<file path="config.mk">
export PLATFORM = sky130hd
export DESIGN_NAME = irq_pin_ctrl
export DESIGN_NICKNAME = d
export VERILOG_FILES = /design/src/rtl/irq_pin_pkg.sv /design/src/rtl/irq_flag_bank.sv /design/src/rtl/irq_edge_pulser.sv /design/src/rtl/irq_pin_ctrl.sv
export SDC_FILE = /design/constraint.sdc
export NUM_CORES = 1
export LEC_CHECK = 0
export BUFFER_PORTS_ARGS = -buffer_cell sky130_fd_sc_hd__buf_4
export CORE_MARGIN = 3
export CORE_UTILIZATION = 40
export CTS_CLUSTER_DIAMETER = 150
export DETAILED_ROUTE_END_ITERATION = 12
export GPL_ROUTABILITY_DRIVEN = 0
export PLACE_DENSITY = 0.73
export SLEW_MARGIN = 20
export SYNTH_ARGS = -nofsm -noshare
export SYNTH_HDL_FRONTEND = slang
export SYNTH_SLANG_ARGS = --single-unit
export TNS_END_PERCENT = 100
</file>
<file path="constraint.sdc">
create_clock -name clk -period 1.4 [get_ports clk]
set_input_delay 0.28 -clock clk [delete_from_list [all_inputs] [get_ports clk]]
set_output_delay 0.28 -clock clk [all_outputs]
set_load 0.02 [all_outputs]
</file>
<file path="src/rtl/irq_pin_pkg.sv">
package irq_pin_pkg;
    localparam int N_FLAGS   = 8;
    localparam int PULSE_LEN = 4;
    localparam int CNT_W     = $clog2(PULSE_LEN + 1);

    typedef enum logic [2:0] {
        B_IN0_BAV  = 3'd0,
        B_OUT0_DAV = 3'd1,
        B_OUT1_DAV = 3'd2,
        B_IN2_BAV  = 3'd3,
        B_IN3_BAV  = 3'd4,
        B_SETUP    = 3'd5,
        B_BUSRST   = 3'd6,
        B_SUSPEND  = 3'd7
    } flag_pos_e;

    typedef struct packed {
        logic drv;
        logic oe;
    } pin_t;

    function automatic logic any_pending(input logic [N_FLAGS-1:0] f,
                                         input logic [N_FLAGS-1:0] m);
        return |(f & m);
    endfunction
endpackage

</file>
<file path="src/rtl/irq_flag_bank.sv">
module irq_flag_bank
    import irq_pin_pkg::*;
#(
    parameter int W = N_FLAGS
) (
    input  logic         clk,
    input  logic         rst,
    input  logic [W-1:0] set_i,
    input  logic         clr_we,
    input  logic [W-1:0] clr_data,
    input  logic         mask_we,
    input  logic [W-1:0] mask_data,
    output logic [W-1:0] flags_o,
    output logic [W-1:0] mask_o
);
    for (genvar i = 0; i < W; i++) begin : g_flag
        always_ff @(posedge clk) begin
            if (rst)
                flags_o[i] <= 1'b0;
            else if (set_i[i])
                flags_o[i] <= 1'b1;
            else if (clr_we && clr_data[i])
                flags_o[i] <= 1'b0;
        end

        p_set_wins_r4: assert property (@(posedge clk) disable iff (rst)
            set_i[i] |=> flags_o[i]);
        p_clear_r3: assert property (@(posedge clk) disable iff (rst)
            (clr_we && clr_data[i] && !set_i[i]) |=> !flags_o[i]);
    end

    always_ff @(posedge clk) begin
        if (rst)
            mask_o <= '0;
        else if (mask_we)
            mask_o <= mask_data;
    end
endmodule

</file>
<file path="src/rtl/irq_edge_pulser.sv">
module irq_edge_pulser
    import irq_pin_pkg::*;
#(
    parameter int LEN = PULSE_LEN
) (
    input  logic clk,
    input  logic rst,
    input  logic req_i,
    output logic active_o
);
    localparam int CW = $clog2(LEN + 1);

    logic          req_q;
    logic [CW-1:0] cnt_q;

    always_ff @(posedge clk) begin
        if (rst) begin
            req_q <= 1'b0;
            cnt_q <= '0;
        end else begin
            req_q <= req_i;
            if (req_i && !req_q)
                cnt_q <= CW'(LEN);
            else if (cnt_q != '0)
                cnt_q <= cnt_q - 1'b1;
        end
    end

    assign active_o = (cnt_q != '0);

    p_pulse_start_r9: assert property (@(posedge clk) disable iff (rst)
        (req_i && !req_q) |=> active_o);
endmodule

</file>
<file path="src/rtl/irq_pin_ctrl.sv">
module irq_pin_ctrl
    import irq_pin_pkg::*;
(
    input  logic               clk,
    input  logic               rst,
    input  logic [N_FLAGS-1:0] evt_pulse,
    input  logic               clr_we,
    input  logic [N_FLAGS-1:0] clr_data,
    input  logic               mask_we,
    input  logic [N_FLAGS-1:0] mask_data,
    input  logic               ie,
    input  logic               mode_edge,
    input  logic               pol_high,
    output logic [N_FLAGS-1:0] flags,
    output logic               pin_drv,
    output logic               pin_oe
);
    logic [N_FLAGS-1:0] mask;
    logic               pend;
    logic               pulse;
    pin_t               pin;

    irq_flag_bank #(.W(N_FLAGS)) u_bank (
        .clk(clk), .rst(rst), .set_i(evt_pulse),
        .clr_we(clr_we), .clr_data(clr_data),
        .mask_we(mask_we), .mask_data(mask_data),
        .flags_o(flags), .mask_o(mask)
    );

    assign pend = ie && any_pending(flags, mask);

    irq_edge_pulser #(.LEN(PULSE_LEN)) u_pulse (
        .clk(clk), .rst(rst), .req_i(pend), .active_o(pulse)
    );

    always_comb begin
        if (mode_edge) begin
            pin.oe  = 1'b1;
            pin.drv = (pulse && ie) ? pol_high : ~pol_high;
        end else begin
            pin.oe  = pend;
            pin.drv = 1'b0;
        end
    end

    assign pin_drv = pin.drv;
    assign pin_oe  = pin.oe;

    p_level_off_r10: assert property (@(posedge clk) disable iff (rst)
        (!mode_edge && !ie) |-> !pin_oe);
    p_edge_oe_r8: assert property (@(posedge clk) disable iff (rst)
        mode_edge |-> pin_oe);
    p_masked_r6: assert property (@(posedge clk) disable iff (rst)
        (!mode_edge && ((flags & mask) == '0)) |-> !pin_oe);
endmodule

</file>
==> qor.yml <==
status: "finished with violations"
violations: "negative setup slack"
final_cells: 169
post-route-period-util: 1.28
synth_compound_area_frac: 0.167
num_vias: 799
whs_ns: 0.179
synthDistinctLibCells: 23
drt_iter0_drc: 3
crit_path_top_delay_cell: "dfxtp_2"
floorplan.initialDensity: 0.428
path_clk_slew_ns: 0.11
htree_levels: 1
critPathArrivalTime_ns: 1.51
rows: 16
start_kind: "register"
critPathMaxFanout: 2
fin_tns_setup_ns: -0.572
synth_commonest_cells: "dfxtp_1 (20), nor2_1 (18), a21oi_1 (10)"
cp.required_ns: 1.12
grt_pass1_vias: 807
ir_drop_mv: 0.983
core_area_um2: 2000
dp_hpwl_um: 1510
dr.pass1.iters: 4
critPathMostFrequentCell: "ha_4"
power_density_nw_per_um2: 1520
fin_ws_ns: -0.386
synth_top_cells_by_area: "dfxtp_1 (47%), mux2i_1 (9.4%), nor2_1 (7.9%), a21oi_1 (5.8%), a22oi_2 (4.4%)"
clk_path_buf_depth: 2
wl_met1_um: 929
yosys.area_share.simple: 0.171
grt_max_degree: 21
cp_num_buf_inv: 2
routed_wl_um: 2190
ant_nets: 0
worstSkewPairLatency_ns: 0.30
cellLeakagePower_uw: 0.000685
cts_tree: "built"
place_inst: 156
wl_met2_um: 1100
yosysWarnings: 0
nNetsFinal: 177
ioPinCount: 41
area_growth_pct: 63.0
grt_overflow: 0
setup-violations-final: 2
drc: 0
seq_area_frac_synth: 0.468
synth.most_common_cell: "dfxtp_1"
yosysTopAreaCellShare: 0.468
synth_top_cell_by_area: "dfxtp_1"
avgSynthCellArea_um2: 9.40
routed-wl-met3_um: 117
wire_per_inst_um: 12.9
hold_violations: 0
path_class: "register to output pin"
highest_layer: "met4"
die_h_um: 52.3
clock_skew_ns: 0.00624
rsz0062_at_grt: "yes"
portBuffers: 40
grt_use_total: 0.173
crit_family: "flip-flops"
maxSlewViolCount: 0
synthCells: 91
drive_gt1_frac: 0.563
die-area_um2: 2730
crit_chain: "inv_2, ha_4, ha_4, nor2b_2, xnor2_1, and2_4, buf_6"
worstMarginPinSlew_ns: 0.282
clock_tree.root_cell: "clkbuf_4"
cts_buffers: 3
ys_ff_latch: 20
synth_top_family_by_area: "simple AND/OR/NAND/NOR gates"
async_reset_ff_frac: 0
synth_area_um2: 856
synth-adder-area-share: 0.0439
final_util: 0.697
synth.area.mux_share: 0.0936
maxCapViolations: 0
synth_fp_nets: 125
num_antenna_cells: 0
slowest_delay_ns: 0.36
fp.dieW_um: 52.3
vias_per_cell: 4.73
synth_edf_count: 0
hold_path_class: "input pin to register"
fmaxAchievable_mhz: 560
relSlewSlack: 0.812
ys.flop_type: "dfxtp_1"
antenna_found_initial: 0
finalPower_uw: 2120
cts_sinks: 20
min_period_ns: 1.79
synth-xor-area-share: 0.0205
grt_pass1_wl_um: 3460
endpoint_kind: "output pin"
[stage by stage]
step / worst slack (ns) / instance area [um2]
2_1_floorplan: 0.00139 / 885
3_3_place_gp: -0.0709 / 1220
3_5_place_dp: -0.103 / 1220
4_1_cts: -0.379 / 1350
5_1_grt: -0.438 / 1400
6_report: -0.386 / 1400
[cells in the final DEF, fill, tap and decap left out]
| cell type | Yosys | layout |
|---|---|---|
| ha_4 | 0 | 2 |
| buf_6 | 0 | 5 |
| a21oi_2 | 0 | 2 |
| xnor2_1 | 1 | 1 |
| o21ba_1 | 1 | 1 |
| dfxtp_1 | 20 | 12 |
| xor2_1 | 1 | 1 |
| nor3_2 | 1 | 2 |
| nor2b_2 | 0 | 1 |
| nand2_1 | 8 | 8 |
| and3b_1 | 1 | 1 |
| nand2b_1 | 1 | 1 |
| a21o_1 | 1 | 1 |
| a22oi_2 | 3 | 3 |
| dfxtp_2 | 0 | 8 |
| and2_4 | 0 | 1 |
| a41oi_2 | 1 | 1 |
| nand4_1 | 1 | 1 |
| clkbuf_4 | 0 | 3 |
| nor2_1 | 18 | 16 |
| bufinv_16 | 0 | 1 |
| buf_4 | 0 | 46 |
| ha_1 | 3 | 1 |
| a21oi_1 | 10 | 8 |
| mux2i_1 | 8 | 8 |
| inv_2 | 0 | 2 |
| a22oi_4 | 1 | 1 |
| inv_1 | 4 | 2 |
| nor2_4 | 0 | 2 |
[area by class of cell]
| cell class | instances | area (um2) |
|---|---|---|
| fill | 163 | 607 |
| multi-input combinational | 63 | 482 |
| sequential | 20 | 410 |
| timing repair buffer | 51 | 402 |
| tap | 27 | 33.8 |
| clock inverter | 1 | 30.0 |
| clock buffer | 3 | 22.5 |
| inverter | 4 | 15.0 |
[final timing paths]
kind | from | endpoint | slack, ns | cells after the start
worst max-delay path | u_pulse.cnt_q[0]$_SDFFE_PP0P_ | pin_drv | -0.39 | 7
worst min-delay path | evt_pulse[1] | u_bank.flags_o[1]$_SDFFE_PP0P_ | 0.18 | 3
worst max register to register | u_pulse.cnt_q[0]$_SDFFE_PP0P_ | u_pulse.cnt_q[2]$_SDFFE_PP0P_ | 0.06 | 8
worst min register to register | u_bank.mask_o[0]$_SDFFE_PP0P_ | u_bank.mask_o[0]$_SDFFE_PP0P_ | 0.51 | 2
[metal layers]
| layer | vias to the layer above | GRT usage |
|---|---|---|
| met5 | - | 0 |
| met4 | 0 | 0.102 |
| met3 | 4 | 0.0171 |
| met2 | 26 | 0.299 |
| met1 | 361 | 0.206 |
| li1 | 408 | - |
[registers in the layout (all words and copies together), names as in the netlist]
signal and flops:
u_pulse.cnt_q 3, u_bank.flags_o 8, u_pulse.req_q 1, u_bank.mask_o 8
[power by group]
| part | total [uW] | switching, uW | internal (uW) |
|---|---|---|---|
| logic | 945 | 429 | 516 |
| clock network | 461 | 172 | 289 |
| registers | 712 | 60.5 | 652 |
| total | 2120 | 661 | 1460 |
[repair_timing]
item / 4_1_cts / 5_1_grt
resized for setup: 11 / 11
setup buffers: 7 / 4
setup endpoints to repair: 2 / 3
pin swaps: 5 / 9
hold buffers: 0 / 0
[logic make-up after synthesis]
group | count (synthesis)
compound gates | 17
xor+xnor | 2
fa+ha+maj | 3
buf+inv | 8
flops | 20
mux | 8
simple gates | 33
[worst reg2reg max path: cells and delay by family, from the launching register on]
kind                     cells  cell delay (ns)
flip-flops                   1             0.36
adder cells (fa/ha/maj)      2             0.31
buffers and inverters        3             0.30
AO/OA/AOI/OAI                2             0.19
AND/OR/NAND/NOR              1             0.07
No activity file was read; power rests on OpenSTA's default activity.
